[src/rtl/pfp_pkg.sv]
package pfp_pkg;
  localparam int CH_W     = 8;
  localparam int LANES    = 4;
  localparam int BYTE_W   = 8;
  localparam int WORD_W   = LANES * BYTE_W;
  localparam int ACC_W    = (LANES - 1) * BYTE_W;
  localparam int COMB_W   = WORD_W + ACC_W;
  localparam int CNT_W    = 3;
  localparam int FILL_W   = 2;

  localparam logic [3:0] F_ABGR4444 = 4'd0;
  localparam logic [3:0] F_ARGB4444 = 4'd1;
  localparam logic [3:0] F_BGRA4444 = 4'd2;
  localparam logic [3:0] F_RGBA4444 = 4'd3;
  localparam logic [3:0] F_BGR565   = 4'd6;
  localparam logic [3:0] F_RGB565   = 4'd7;
  localparam logic [3:0] F_BGR888   = 4'd8;
  localparam logic [3:0] F_RGB888   = 4'd9;
  localparam logic [3:0] F_ABGR8888 = 4'd12;
  localparam logic [3:0] F_ARGB8888 = 4'd13;
  localparam logic [3:0] F_BGRA8888 = 4'd14;
  localparam logic [3:0] F_RGBA8888 = 4'd15;

  function automatic logic [LANES-1:0] low_lanes(input logic [CNT_W-1:0] n);
    logic [LANES-1:0] m;
    m = '0;
    for (int i = 0; i < LANES; i++) begin
      if (i < int'(n)) m[i] = 1'b1;
    end
    return m;
  endfunction

  function automatic logic is_unsupported(input logic [3:0] code);
    return (code == 4'd4) || (code == 4'd5) || (code == 4'd10) || (code == 4'd11);
  endfunction
endpackage

[src/rtl/pfp_pixel_map.sv]
module pfp_pixel_map
  import pfp_pkg::*;
(
  input  logic [3:0]             fmt_code,
  input  logic                   alpha_keep,
  input  logic                   alpha_flip,
  input  logic [4*CH_W-1:0]      pixel,
  output logic [WORD_W-1:0]      packed_val,
  output logic [CNT_W-1:0]       packed_n
);
  logic [CH_W-1:0] ch_a, ch_r, ch_g, ch_b, a_eff;
  logic [3:0]      a4, r4, g4, b4;
  logic [4:0]      r5, b5;
  logic [5:0]      g6;

  assign ch_a = pixel[4*CH_W-1:3*CH_W];
  assign ch_r = pixel[3*CH_W-1:2*CH_W];
  assign ch_g = pixel[2*CH_W-1:CH_W];
  assign ch_b = pixel[CH_W-1:0];

  always_comb begin
    if (alpha_keep) a_eff = alpha_flip ? ~ch_a : ch_a;
    else            a_eff = alpha_flip ? '0 : '1;
  end

  assign a4 = a_eff[CH_W-1 -: 4];
  assign r4 = ch_r[CH_W-1 -: 4];
  assign g4 = ch_g[CH_W-1 -: 4];
  assign b4 = ch_b[CH_W-1 -: 4];
  assign r5 = ch_r[CH_W-1 -: 5];
  assign g6 = ch_g[CH_W-1 -: 6];
  assign b5 = ch_b[CH_W-1 -: 5];

  always_comb begin
    packed_val = '0;
    packed_n   = '0;
    case (fmt_code)
      F_ABGR4444: begin packed_val[15:0] = {a4, b4, g4, r4}; packed_n = 3'd2; end
      F_ARGB4444: begin packed_val[15:0] = {a4, r4, g4, b4}; packed_n = 3'd2; end
      F_BGRA4444: begin packed_val[15:0] = {b4, g4, r4, a4}; packed_n = 3'd2; end
      F_RGBA4444: begin packed_val[15:0] = {r4, g4, b4, a4}; packed_n = 3'd2; end
      F_BGR565:   begin packed_val[15:0] = {b5, g6, r5};     packed_n = 3'd2; end
      F_RGB565:   begin packed_val[15:0] = {r5, g6, b5};     packed_n = 3'd2; end
      F_BGR888:   begin packed_val[23:0] = {ch_b, ch_g, ch_r}; packed_n = 3'd3; end
      F_RGB888:   begin packed_val[23:0] = {ch_r, ch_g, ch_b}; packed_n = 3'd3; end
      F_ABGR8888: begin packed_val = {a_eff, ch_b, ch_g, ch_r}; packed_n = 3'd4; end
      F_ARGB8888: begin packed_val = {a_eff, ch_r, ch_g, ch_b}; packed_n = 3'd4; end
      F_BGRA8888: begin packed_val = {ch_b, ch_g, ch_r, a_eff}; packed_n = 3'd4; end
      F_RGBA8888: begin packed_val = {ch_r, ch_g, ch_b, a_eff}; packed_n = 3'd4; end
      default:    begin packed_val = '0; packed_n = '0; end
    endcase
  end
endmodule

[src/rtl/pfp_byte_pack.sv]
module pfp_byte_pack
  import pfp_pkg::*;
(
  input  logic               clk,
  input  logic               rst_n,
  input  logic [LANES-1:0]   lane_mask,
  input  logic               pix_take,
  input  logic [WORD_W-1:0]  pix_val,
  input  logic [CNT_W-1:0]   pix_n,
  input  logic               pix_eol,
  output logic               take_ok,
  input  logic               out_ready,
  output logic               out_valid,
  output logic [WORD_W-1:0]  out_word,
  output logic [LANES-1:0]   out_strb,
  output logic               out_eol
);
  logic [ACC_W-1:0]  acc_q, acc_d;
  logic [FILL_W-1:0] fill_q, fill_d;
  logic              flush_q, flush_d;
  logic              ov_q, ov_d;
  logic [WORD_W-1:0] ow_q, ow_d;
  logic [LANES-1:0]  os_q, os_d;
  logic              oe_q, oe_d;
  logic              load_ok;
  logic [COMB_W-1:0] comb;
  logic [3:0]        total;
  logic [3:0]        rem;
  logic              en;

  assign load_ok = !ov_q || out_ready;
  assign take_ok = load_ok && !flush_q;
  assign comb    = {{WORD_W{1'b0}}, acc_q} | ({{ACC_W{1'b0}}, pix_val} << {fill_q, 3'b000});
  assign total   = {2'b00, fill_q} + {1'b0, pix_n};
  assign rem     = total - 4'd4;
  assign en      = load_ok || pix_take;

  always_comb begin
    acc_d   = acc_q;
    fill_d  = fill_q;
    flush_d = flush_q;
    ov_d    = ov_q && !out_ready;
    ow_d    = ow_q;
    os_d    = os_q;
    oe_d    = oe_q;
    if (flush_q && load_ok) begin
      ov_d    = 1'b1;
      ow_d    = {{BYTE_W{1'b0}}, acc_q};
      os_d    = low_lanes({1'b0, fill_q}) & lane_mask;
      oe_d    = 1'b1;
      acc_d   = '0;
      fill_d  = '0;
      flush_d = 1'b0;
    end else if (pix_take) begin
      if (total >= 4'd4) begin
        ov_d    = 1'b1;
        ow_d    = comb[WORD_W-1:0];
        os_d    = lane_mask;
        acc_d   = comb[COMB_W-1:WORD_W];
        fill_d  = rem[FILL_W-1:0];
        oe_d    = pix_eol && (rem == 4'd0);
        flush_d = pix_eol && (rem != 4'd0);
      end else begin
        acc_d  = comb[ACC_W-1:0];
        fill_d = total[FILL_W-1:0];
        if (pix_eol && (total != 4'd0)) begin
          ov_d   = 1'b1;
          ow_d   = comb[WORD_W-1:0];
          os_d   = low_lanes(total[CNT_W-1:0]) & lane_mask;
          oe_d   = 1'b1;
          acc_d  = '0;
          fill_d = '0;
        end
      end
    end
  end

  always_ff @(posedge clk or negedge rst_n) begin
    if (!rst_n) begin
      acc_q   <= '0;
      fill_q  <= '0;
      flush_q <= 1'b0;
      ov_q    <= 1'b0;
      ow_q    <= '0;
      os_q    <= '0;
      oe_q    <= 1'b0;
    end else if (en) begin
      acc_q   <= acc_d;
      fill_q  <= fill_d;
      flush_q <= flush_d;
      ov_q    <= ov_d;
      ow_q    <= ow_d;
      os_q    <= os_d;
      oe_q    <= oe_d;
    end
  end

  assign out_valid = ov_q;
  assign out_word  = ow_q;
  assign out_strb  = os_q;
  assign out_eol   = oe_q;

  assert_hold_R10: assert property (@(posedge clk) disable iff (!rst_n)
    (ov_q && !out_ready) |=> (ov_q && $stable(ow_q) && $stable(os_q) && $stable(oe_q)));

  assert_lane_mask_R7: assert property (@(posedge clk) disable iff (!rst_n)
    ov_q |-> ((os_q & ~lane_mask) == '0));

  assert_full_word_R8: assert property (@(posedge clk) disable iff (!rst_n)
    (ov_q && !oe_q) |-> (os_q == lane_mask));

  assert_flush_next_R8: assert property (@(posedge clk) disable iff (!rst_n)
    (flush_q && load_ok) |=> (ov_q && oe_q && !flush_q));
endmodule

[src/rtl/pix_format_packer.sv]
module pix_format_packer
  import pfp_pkg::*;
(
  input  logic              clk,
  input  logic              rst_n,
  input  logic [3:0]        fmt_code,
  input  logic              alpha_keep,
  input  logic              alpha_flip,
  input  logic [3:0]        lane_mask,
  input  logic              in_valid,
  output logic              in_ready,
  input  logic [31:0]       in_pixel,
  input  logic              in_eol,
  output logic              out_valid,
  input  logic              out_ready,
  output logic [31:0]       out_word,
  output logic [3:0]        out_strb,
  output logic              out_eol
);
  logic [WORD_W-1:0] map_val;
  logic [CNT_W-1:0]  map_n;
  logic              take_ok;
  logic              pix_take;

  pfp_pixel_map map_i (
    .fmt_code   (fmt_code),
    .alpha_keep (alpha_keep),
    .alpha_flip (alpha_flip),
    .pixel      (in_pixel),
    .packed_val (map_val),
    .packed_n   (map_n)
  );

  assign pix_take = in_valid && take_ok;
  assign in_ready = take_ok;

  pfp_byte_pack pack_i (
    .clk       (clk),
    .rst_n     (rst_n),
    .lane_mask (lane_mask),
    .pix_take  (pix_take),
    .pix_val   (map_val),
    .pix_n     (map_n),
    .pix_eol   (in_eol),
    .take_ok   (take_ok),
    .out_ready (out_ready),
    .out_valid (out_valid),
    .out_word  (out_word),
    .out_strb  (out_strb),
    .out_eol   (out_eol)
  );

  assert_unsupported_R9: assert property (@(posedge clk) disable iff (!rst_n)
    (in_valid && in_ready && is_unsupported(fmt_code) && !out_valid) |=> !out_valid);
endmodule

[config.mk]
export PLATFORM = sky130hd
export DESIGN_NAME = pix_format_packer
export DESIGN_NICKNAME = d
export VERILOG_FILES = /design/src/rtl/pfp_pkg.sv /design/src/rtl/pfp_pixel_map.sv /design/src/rtl/pfp_byte_pack.sv /design/src/rtl/pix_format_packer.sv
export SDC_FILE = /design/constraint.sdc
export NUM_CORES = 1
export LEC_CHECK = 0
export BUFFER_PORTS_ARGS = -buffer_cell sky130_fd_sc_hd__buf_2
export CAP_MARGIN = 20
export CORE_MARGIN = 4
export CORE_UTILIZATION = 37
export CTS_BUF_LIST = sky130_fd_sc_hd__clkbuf_4 sky130_fd_sc_hd__clkbuf_8
export DETAILED_ROUTE_END_ITERATION = 10
export MAX_ROUTING_LAYER = met4
export PLACE_DENSITY = 0.67
export SETUP_SLACK_MARGIN = 0.4
export SLEW_MARGIN = 20
export SYNTH_ARGS = -nofsm -noshare
export SYNTH_HDL_FRONTEND = slang
export SYNTH_SLANG_ARGS = --single-unit
[constraint.sdc]
create_clock -name clk -period 6.5 [get_ports clk]
set_input_delay 0.65 -clock clk [delete_from_list [all_inputs] [get_ports clk]]
set_output_delay 0.65 -clock clk [all_outputs]
set_load 0.1 [all_outputs]
# Word level (Yosys, flattened, before mapping)
# Cells that the tools add are included.
# classes
n_addsub	2
multipliers	0
div_mod_pow	0
n_lt_le_gt_ge	8
eq_ne	11
n_shift	1
n_mux	60
n_bitwise	4
n_reduce_logical	29
# op_table
operator	count
case mux 16 bit (10 select lines)	1
two-way mux 32 bit	4
two-way mux 24 bit	4
OR 24 x 56 -> 56 bit	1
<< shifter 32 x 5 -> 56 bit	1
case mux 8 bit (3 select lines)	2
two-way mux 1 bit	37
== test 4 bit, second input constant	6
two-way mux 8 bit	3
two-way mux 4 bit	4
OR reduction 2 bit	5
case mux 3 bit (3 select lines)	1
== test 4 x 2 -> 1 bit, second input constant	2
== test 4 x 3 -> 1 bit, second input constant	2
zero test 4 bit	2
two-way mux 2 bit	4
inverter 8 bit	1
nonzero test 4 bit	2
logical AND 1 bit	7
less-than comparator 1 x 3 -> 1 bit, first input constant	2
less-than comparator 2 x 3 -> 1 bit, first input constant	2
AND reduction 3 bit	2
OR reduction 6 bit	1
adder 2 x 3 -> 4 bit	1
13 further kinds	18
# totals
regBits	65
latchBits	0
ramBits	0
romBits	0
input_bits	47
output_inout_bits	39
wordCells	122
memories	0

# Longest topological paths before layout
# Gate-level depths: netlist of run 1.
# logic_depth
word_depth	15
depth_mapped	15
depth_no_buf	10

# Hierarchy
# A second synthesis of run 1 with hierarchy kept.
# hier_totals
hier_cells	598
area_unflattened_um2	4976.0
# by_module_without_submodules
module	instances	cells_per_inst	area_each_um2	seq_area_each_um2
pfp_byte_pack	1	394	3608.5	1626.6
pfp_pixel_map	1	203	1361.3	0.0
pix_format_packer	1	1	6.3	0.0

# Least setup slack after synthesis of run 1
# OpenSTA, ideal clock, no wires.
# synth_timing
path_type	input port to flip-flop
startpoint	input fmt_code[1]
endpoint	register pack_i.ow_q[22] (netlist: pack_i.out_word[22])
setup_time_ps	135
t_arrival_ps	3453
t_required_ps	6365
setup_slack_ps	2912
cell_stages	13
path_buffers	4
cell_sequence	buf_2 -> clkbuf_1 -> clkbuf_1 -> nor3_1 -> ha_1 -> fa_1 -> a21o_1 -> o21ai_1 -> a31o_2 -> buf_2 -> mux2_2 -> a31oi_1 -> o21ai_0
# synth_between
elab_chain_cells	9
elab_cells_between_ends	35
classes_between	add/sub (1); order compare (1); eq/ne (11); shift (1); mux (8); bitwise (1); reduce/logical (12)
# synth_lines
element	line	source
start: declaration	pix_format_packer.sv:6	input logic [3:0] fmt_code,
parallel branches: the longest is 9 deep, another holds adder 2 x 3 -> 4 bit	--	
end signal: assignment	pfp_byte_pack.sv:92	ow_q <= ow_d;
end: declaration	pfp_byte_pack.sv:22	logic [WORD_W-1:0] ow_q, ow_d;
# Several ways; the timed one is not identified. The select of a mux whose other input is x is not followed.
# A chain may end at the register's enable or synchronous reset.

# Worst setup path in the final report of run 1
# layout_timing
startpoint	input fmt_code[1]
endpoint	register pack_i.ow_q[20] (netlist: pack_i.out_word[20])
# The elaborated chain is that of the path after synthesis.

==> impl_metrics.py, run 1 <==
metrics = {
    "run_status": {
        "status": "completed",
    },
    "clock_network": {
        "cts.clk_slew.worst_paths_ns": 0.07,
        "postCtsHoldBufs": 0,
        "cts_tree": "done",
        "cts_buffers": 9,
        "h-tree-depth": 3,
        "cts_buffer_depth": 2,
        "root_buffer": "clkbuf_8",
        "cts_sinks": 65,
        "ctsResizeCount": 0,
        "postCtsSetupRepairBufs": 0,
        "clkLatencyLatePin_ns": 0.34,
    },
    "pwr": {
        "p_clk_share_pct": 14.4,
        "p_leak_nw": 2.36,
        "switching_share_pct": 57.2,
        "power_switching_mw": 1.50,
        "vdd_drop_max_v": 0.000170,
        "power.density_nw_per_um2": 491,
        "post-layout-total-power_mw": 2.62,
        "sequentialPowerShare_pct": 25.7,
        "comb_power_share_pct": 59.9,
        "cell_internal_pwr_mw": 1.12,
    },
    "yosys": {
        "ys.warnings.count": 0,
        "synth_edf_count": 0,
        "synth_most_common_cell": "nand2_1",
        "synth_area_leaders": "dfrtp_1 (35%), nand2_1 (6.4%), mux2i_1 (5.4%)",
        "yosysTopAreaCell": "dfrtp_1",
        "yosysSeqAreaShare_pct": 35.2,
        "synth_cells": 552,
        "avgSynthCellArea_um2": 8.37,
        "ys_async_sr_fraction_pct": 100,
        "yosys-top-cells-count": "nand2_1 (79), dfrtp_1 (65), o21ai_0 (48)",
        "synthFlopType": "dfrtp_1",
        "synth_top_area_share_pct": 35.2,
        "netlist_area_um2": 4620,
        "ys_ff_latch": 65,
        "yosysUniqueCellTypes": 64,
        "synth_nets": 602,
    },
    "sta": {
        "max_freq_mhz": 269,
        "finalCritPeriodShare_pct": 57.2,
        "final_hold_viol_count": 0,
        "slew_headroom_pct": 36.6,
        "slew_viol_final": 0,
        "finalClockSkew_ns": 0.00541,
        "rsz0062_at_grt": "no",
        "fin_ws_ns": 2.78,
        "setup_tns_ns": 0,
        "setup_viol": 0,
        "worstMarginPinSlew_ns": 0.951,
        "hold_slack_ns": 0.474,
        "min_period_ns": 3.72,
    },
    "drt": {
        "ant_nets": 0,
        "vias_per_cell": 6.02,
        "drc": 0,
        "routed_wl_um": 15800,
        "drt_first_pass_iters": 6,
        "drt-initial-drc-count": 551,
        "wl_per_cell_um": 20.1,
        "route.vias.total": 4746,
    },
    "layout": {
        "drive_gt1_share_pct": 20.2,
        "area_growth_pct": 15.4,
        "finish.utilization_pct": 44.0,
        "layout.cells.non_filler": 788,
        "nNetsFinal": 665,
        "antenna_cells": 0,
        "fill_cells": 1265,
        "final_area_um2": 5330,
    },
    "die": {
        "die_w_um": 120,
        "num_io_pins": 86,
        "die-area_um2": 14300,
        "rows": 40,
        "die-height_um": 120,
        "start_util_pct": 38.2,
        "core-area_um2": 12100,
    },
    "critical_path": {
        "worst-r2r-cell-count": 8,
        "reg2reg_from": "pack_i.fill_q[0]$_DFFE_PN0P_",
        "cp-start-kind": "input port",
        "cp.required_ns": 6.71,
        "rrSetupSlack_ns": 2.97,
        "critPathKind": "in -> reg",
        "crit_fanout": 44,
        "endpoint_kind": "register",
        "r2r-end": "pack_i.out_word[20]$_DFFE_PN0P_",
        "cp_data_arrival_time_ns": 3.93,
    },
    "global_routing": {
        "antenna_found_initial": 0,
        "grt.overflow.total": 0,
        "track_usage_pct": 22.9,
        "grt_pass1_vias": 4593,
        "grt_start_max_net_pins": 66,
        "grt_pass1_wl_um": 25400,
    },
    "placement": {
        "place_inst": 772,
        "gp_congestion": 0.976,
        "pre_cts_slack_ns": 2.44,
        "dp_hpwl_um": 11800,
        "io_buffers": 85,
        "dpl-instance-area_um2": 5120,
    },
    "job": {
        "cap_violations": 0,
    },
    "hold_path": {
        "hold_path_class": "in -> async",
    },
}
==> final cells by class <==
cell class / instances / area, µm² / share of cell area, %
tap: 168 / 210 / 3.94
clock buffer: 10 / 131 / 2.46
inverter: 7 / 26.3 / 0.493
sequential: 65 / 1630 / 30.5
timing repair buffer: 91 / 470 / 8.82
multi-input combinational: 441 / 2790 / 52.2
clock inverter: 6 / 82.6 / 1.55
==> power by group through the flow <==
stage	sequential, mW	combinational [mW]	clock, mW
after floorplan	1.35	0.560	0
after global placement	0.674	1.54	0
after detailed placement	0.679	1.56	0
after CTS	0.672	1.56	0.381
after global routing	0.693	1.66	0.398
final	0.672	1.57	0.377
==> cell usage in the layout (no fill, tap or decap), types with 7 or more instances in the layout <==
cell type / n
mux2i_1: 25
a21oi_1: 36
nand3_1: 25
buf_2: 85
nor2b_1: 12
dfrtp_1: 65
clkbuf_8: 9
a22oi_1: 17
o221ai_1: 13
nor2_1: 34
a21o_1: 7
a31oi_1: 7
nand2_1: 79
mux2_2: 9
o21ai_0: 48
xnor2_1: 9
a22o_1: 8
o211ai_1: 9
nor3_1: 11
==> state kept, by name, indices dropped and copies added, names as in the netlist <==
| register | cells |
|---|---|
| pack_i.out_word | 32 |
| pack_i.acc_q | 24 |
| pack_i.out_strb | 4 |
| pack_i.fill_q | 2 |
| pack_i.flush_q | 1 |
| pack_i.out_eol | 1 |
| pack_i.out_valid | 1 |
==> routing by layer <==
layer | GRT usage, % | part of all wire [%]
met3 | 5.18 | 8.3
met1 | 31.7 | 46
met2 | 33.3 | 44
met5 | - | 0
met4 | 7.30 | 1.7
==> kinds of logic (layout without fill, tap and decap cells) <==
group / after synthesis / in the layout / synth area share, %
simple gates: 193 / 193 / 19.9
mux: 34 / 34 / 7.61
flops: 65 / 65 / 35.2
compound gates: 202 / 202 / 30.0
buf+inv: 46 / 114 / 4.63
xor+xnor: 9 / 9 / 1.71
fa+ha+maj: 3 / 3 / 0.974
==> how the worst max path moves through the flow <==
| stage | startpoint | to | slack (ns) |
|---|---|---|---|
| final | fmt_code[1] | pack_i.out_word[20]$_DFFE_PN0P_ | 2.78 |
| after global routing | fmt_code[1] | pack_i.out_word[29]$_DFFE_PN0P_ | 2.55 |
| after CTS | fmt_code[1] | pack_i.out_word[22]$_DFFE_PN0P_ | 2.83 |
| after floorplan | fmt_code[1] | pack_i.out_word[22]$_DFFE_PN0P_ | 2.91 |
| after global placement | fmt_code[1] | pack_i.out_word[22]$_DFFE_PN0P_ | 2.55 |
| after detailed placement | fmt_code[1] | pack_i.out_word[28]$_DFFE_PN0P_ | 2.44 |
==> critical path, stage by stage <==
cell and delay (ns):
buf_2 0.43, nor3_1 0.13, ha_1 0.24, fa_1 0.54
o21ai_0 0.42, a31o_2 0.86, mux2_2 0.41, a31oi_1 0.13
o21ai_0 0.10
(Power assumes the default switching activity.)
==> inputs of run 2 (changes only) <==
Settings changed: ABC_AREA set to 1, PLACE_DENSITY 0.67 to 0.68.
Clock period 6.5 ns to 3.4 ns, I/O delays scaled along.
==> run 2 against run 1 <==
Synthesized cell count up 71%. Highest routed layer unchanged. Largest power group unchanged. Sequential cell count is the same. Critical path depth increased by 3. Clock skew rose by 0.0078 ns. Largest cell class unchanged.
==> impl_metrics.py, run 2 <==
metrics = {
    "clock_network": {
        "root_buffer": "clkbuf_8",
        "cts_buffers": 9,
        "cts_buffer_depth": 2,
        "postCtsSetupRepairBufs": 0,
        "h-tree-depth": 3,
        "cts_sinks": 65,
        "cts_tree": "done",
        "cts.clk_slew.worst_paths_ns": 0.08,
        "clkLatencyLatePin_ns": 0.35,
    },
    "global_routing": {
        "antenna_found_initial": 0,
        "use_met2_pct": 36.0,
        "use_met3_pct": 4.80,
        "grt_start_max_net_pins": 47,
        "grt.overflow.total": 0,
        "top_usage_layer": "met2",
        "grt_pass1_vias": 5929,
        "met1_usage_pct": 32.5,
        "grt_pass1_wl_um": 30900,
        "track_usage_pct": 24.0,
    },
    "drt": {
        "vias_per_cell": 5.39,
        "drt-initial-drc-count": 861,
        "drc": 0,
        "route.vias.total": 6428,
        "ant_nets": 0,
        "wl_per_cell_um": 16.4,
        "routed_wl_um": 19500,
        "drt_first_pass_iters": 6,
    },
    "yosys": {
        "ys_async_sr_fraction_pct": 100,
        "ys.warnings.count": 0,
        "yosysTopAreaCell": "dfrtp_1",
        "yosysSeqAreaShare_pct": 29.3,
        "synth_top_family_by_area": "simple AND/OR/NAND/NOR gates",
        "ys_ff_latch": 65,
        "synth_cells": 944,
        "synth_top_area_share_pct": 29.3,
        "synth.area.mux_share_pct": 0.180,
        "synthFlopType": "dfrtp_1",
        "synth_most_common_cell": "nand2_1",
        "yosys-top-cells-count": "nand2_1 (424), nand3_1 (114), inv_1 (87)",
        "synth_edf_count": 0,
        "avgSynthCellArea_um2": 5.89,
        "synth_area_leaders": "dfrtp_1 (29%), nand2_1 (29%), nand3_1 (10%)",
        "synth_nets": 994,
        "synth_adder_area_share_pct": 0.810,
        "netlist_area_um2": 5560,
        "synth_xor_area_share_pct": 0.293,
        "synth_compound_area_share_pct": 12.0,
        "yosysUniqueCellTypes": 39,
        "synth_simple_gate_area_share_pct": 46.7,
    },
    "hold_path": {
        "hold_path_class": "in -> reg",
    },
    "layout": {
        "drive_gt1_share_pct": 13.4,
        "largest_reg_flops": 32,
        "layout_common_cells": "nand2_1 (424), nand3_1 (114), inv_1 (87), buf_2 (85), dfrtp_1 (65)",
        "antenna_cells": 0,
        "final_common_cell": "nand2_1",
        "area_growth_pct": 13.4,
        "nNetsFinal": 1053,
        "finish.utilization_pct": 43.0,
    },
    "pwr": {
        "power.density_nw_per_um2": 919,
        "vdd_drop_max_v": 0.000495,
        "post-layout-total-power_mw": 5.79,
        "p_leak_nw": 3.50,
    },
    "job": {
        "cap_violations": 0,
    },
    "critical_path": {
        "cp.required_ns": 3.63,
        "cp-start-kind": "input port",
        "crit_fanout": 25,
        "endpoint_kind": "register",
        "cp_data_arrival_time_ns": 2.80,
        "critPathMaxStageDelay_ns": 0.47,
        "critPathKind": "in -> reg",
        "path_common_cell": "inv_1",
        "cp_slowest_cell": "fa_1",
        "path_cells": "buf_2, inv_1, nor3_1, ha_1, fa_1, nor2_1, inv_1, a21oi_4, buf_4, a21oi_2, o21ai_0, o21ai_1",
    },
    "die": {
        "core-area_um2": 14600,
        "die_w_um": 131,
        "die-area_um2": 17000,
        "start_util_pct": 38.0,
        "num_io_pins": 86,
        "rows": 44,
        "die-height_um": 131,
    },
    "sta": {
        "final_hold_viol_count": 0,
        "max_freq_mhz": 390,
        "rsz0062_at_grt": "no",
        "slew_headroom_pct": 43.6,
        "finalCritPeriodShare_pct": 75.4,
        "setup_tns_ns": 0,
        "hold_slack_ns": 0.240,
        "finalClockSkew_ns": 0.0132,
        "setup_viol": 0,
        "fin_ws_ns": 0.836,
        "worstMarginPinSlew_ns": 0.842,
        "slew_viol_final": 0,
        "min_period_ns": 2.56,
    },
    "placement": {
        "pre_cts_slack_ns": 0.500,
        "io_buffers": 85,
        "dp_hpwl_um": 14900,
        "gp_congestion": 1.02,
    },
    "run_status": {
        "status": "completed",
    },
}
[run 2: path summary, 6_finish.rpt]
kind | start | to | slack (ns) | cells after the start
setup / recovery | fmt_code[3] | pack_i.out_word[26]$_DFFE_PN0P_ | 0.84 | 12
hold / removal | lane_mask[3] | pack_i.out_strb[3]$_DFFE_PN0P_ | 0.24 | 2
setup reg to reg | pack_i.fill_q[0]$_DFFE_PN0P_ | pack_i.out_word[26]$_DFFE_PN0P_ | 0.92 | 9
hold reg to reg | pack_i.out_word[1]$_DFFE_PN0P_ | pack_i.out_word[1]$_DFFE_PN0P_ | 0.48 | 2
max in group asynchronous | rst_n | pack_i.out_word[16]$_DFFE_PN0P_ | 2.44 | 3
min in group asynchronous | rst_n | pack_i.out_word[11]$_DFFE_PN0P_ | 0.53 | 3
[run 2: what timing repair did]
item | 4_1_cts | 5_1_grt
setup endpoints to repair | 0 | 0
gates resized for setup | 0 | 0
endpoints found under the hold margin | 19 | 0
hold buffers | 1 | 0
[run 2: cells by family after synthesis]
kind of cell	Yosys count
AO/OA/AOI/OAI	110
XOR/XNOR	1
adder cells (fa/ha/maj)	3
buffers and inverters	145
flip-flops	65
multiplexers	1
AND/OR/NAND/NOR	619
[run 2: power breakdown]
group	switching (mW)	leakage, nW	internal [mW]
clock	0.299	0.109	0.417
combinational	2.98	2.54	0.798
sequential	0.202	0.855	1.09
total	3.48	3.50	2.31
[run 2: per-stage QoR]
| step | area (µm²) | cells |
|---|---|---|
| 5_1_grt | 6300 | 1192 |
| 6_report | 6300 | 1192 |
| 3_3_place_gp | 6080 | 1175 |
| 3_5_place_dp | 6080 | 1175 |
| 4_1_cts | 6300 | 1192 |
| 2_1_floorplan | 5560 | 944 |
[run 2: metal layers]
| layer | routed length, µm | up-vias | share of wire [%] |
|---|---|---|---|
| met2 | 8570 | 309 | 44 |
| met3 | 1570 | 36 | 8.1 |
| met4 | 571 | 0 | 2.9 |
| met1 | 8780 | 2931 | 45 |
| met5 | 0 | - | 0 |
| li1 | - | 3152 | - |
[run 2: layout make-up]
class                      instances  area, µm²
clock inverter                     6       82.6
timing repair buffer              99        546
fill                            1595       8340
inverter                          94        353
tap                              184        230
clock buffer                      10        131
multi-input combinational        734       3330
sequential                        65       1630
[run 2: critical path: cells and delay by family]
kind / cells / cell delay (ns)
buf+inv: 4 / 0.82
fa+ha+maj: 2 / 0.69
simple gates: 2 / 0.37
compound gates: 4 / 0.57
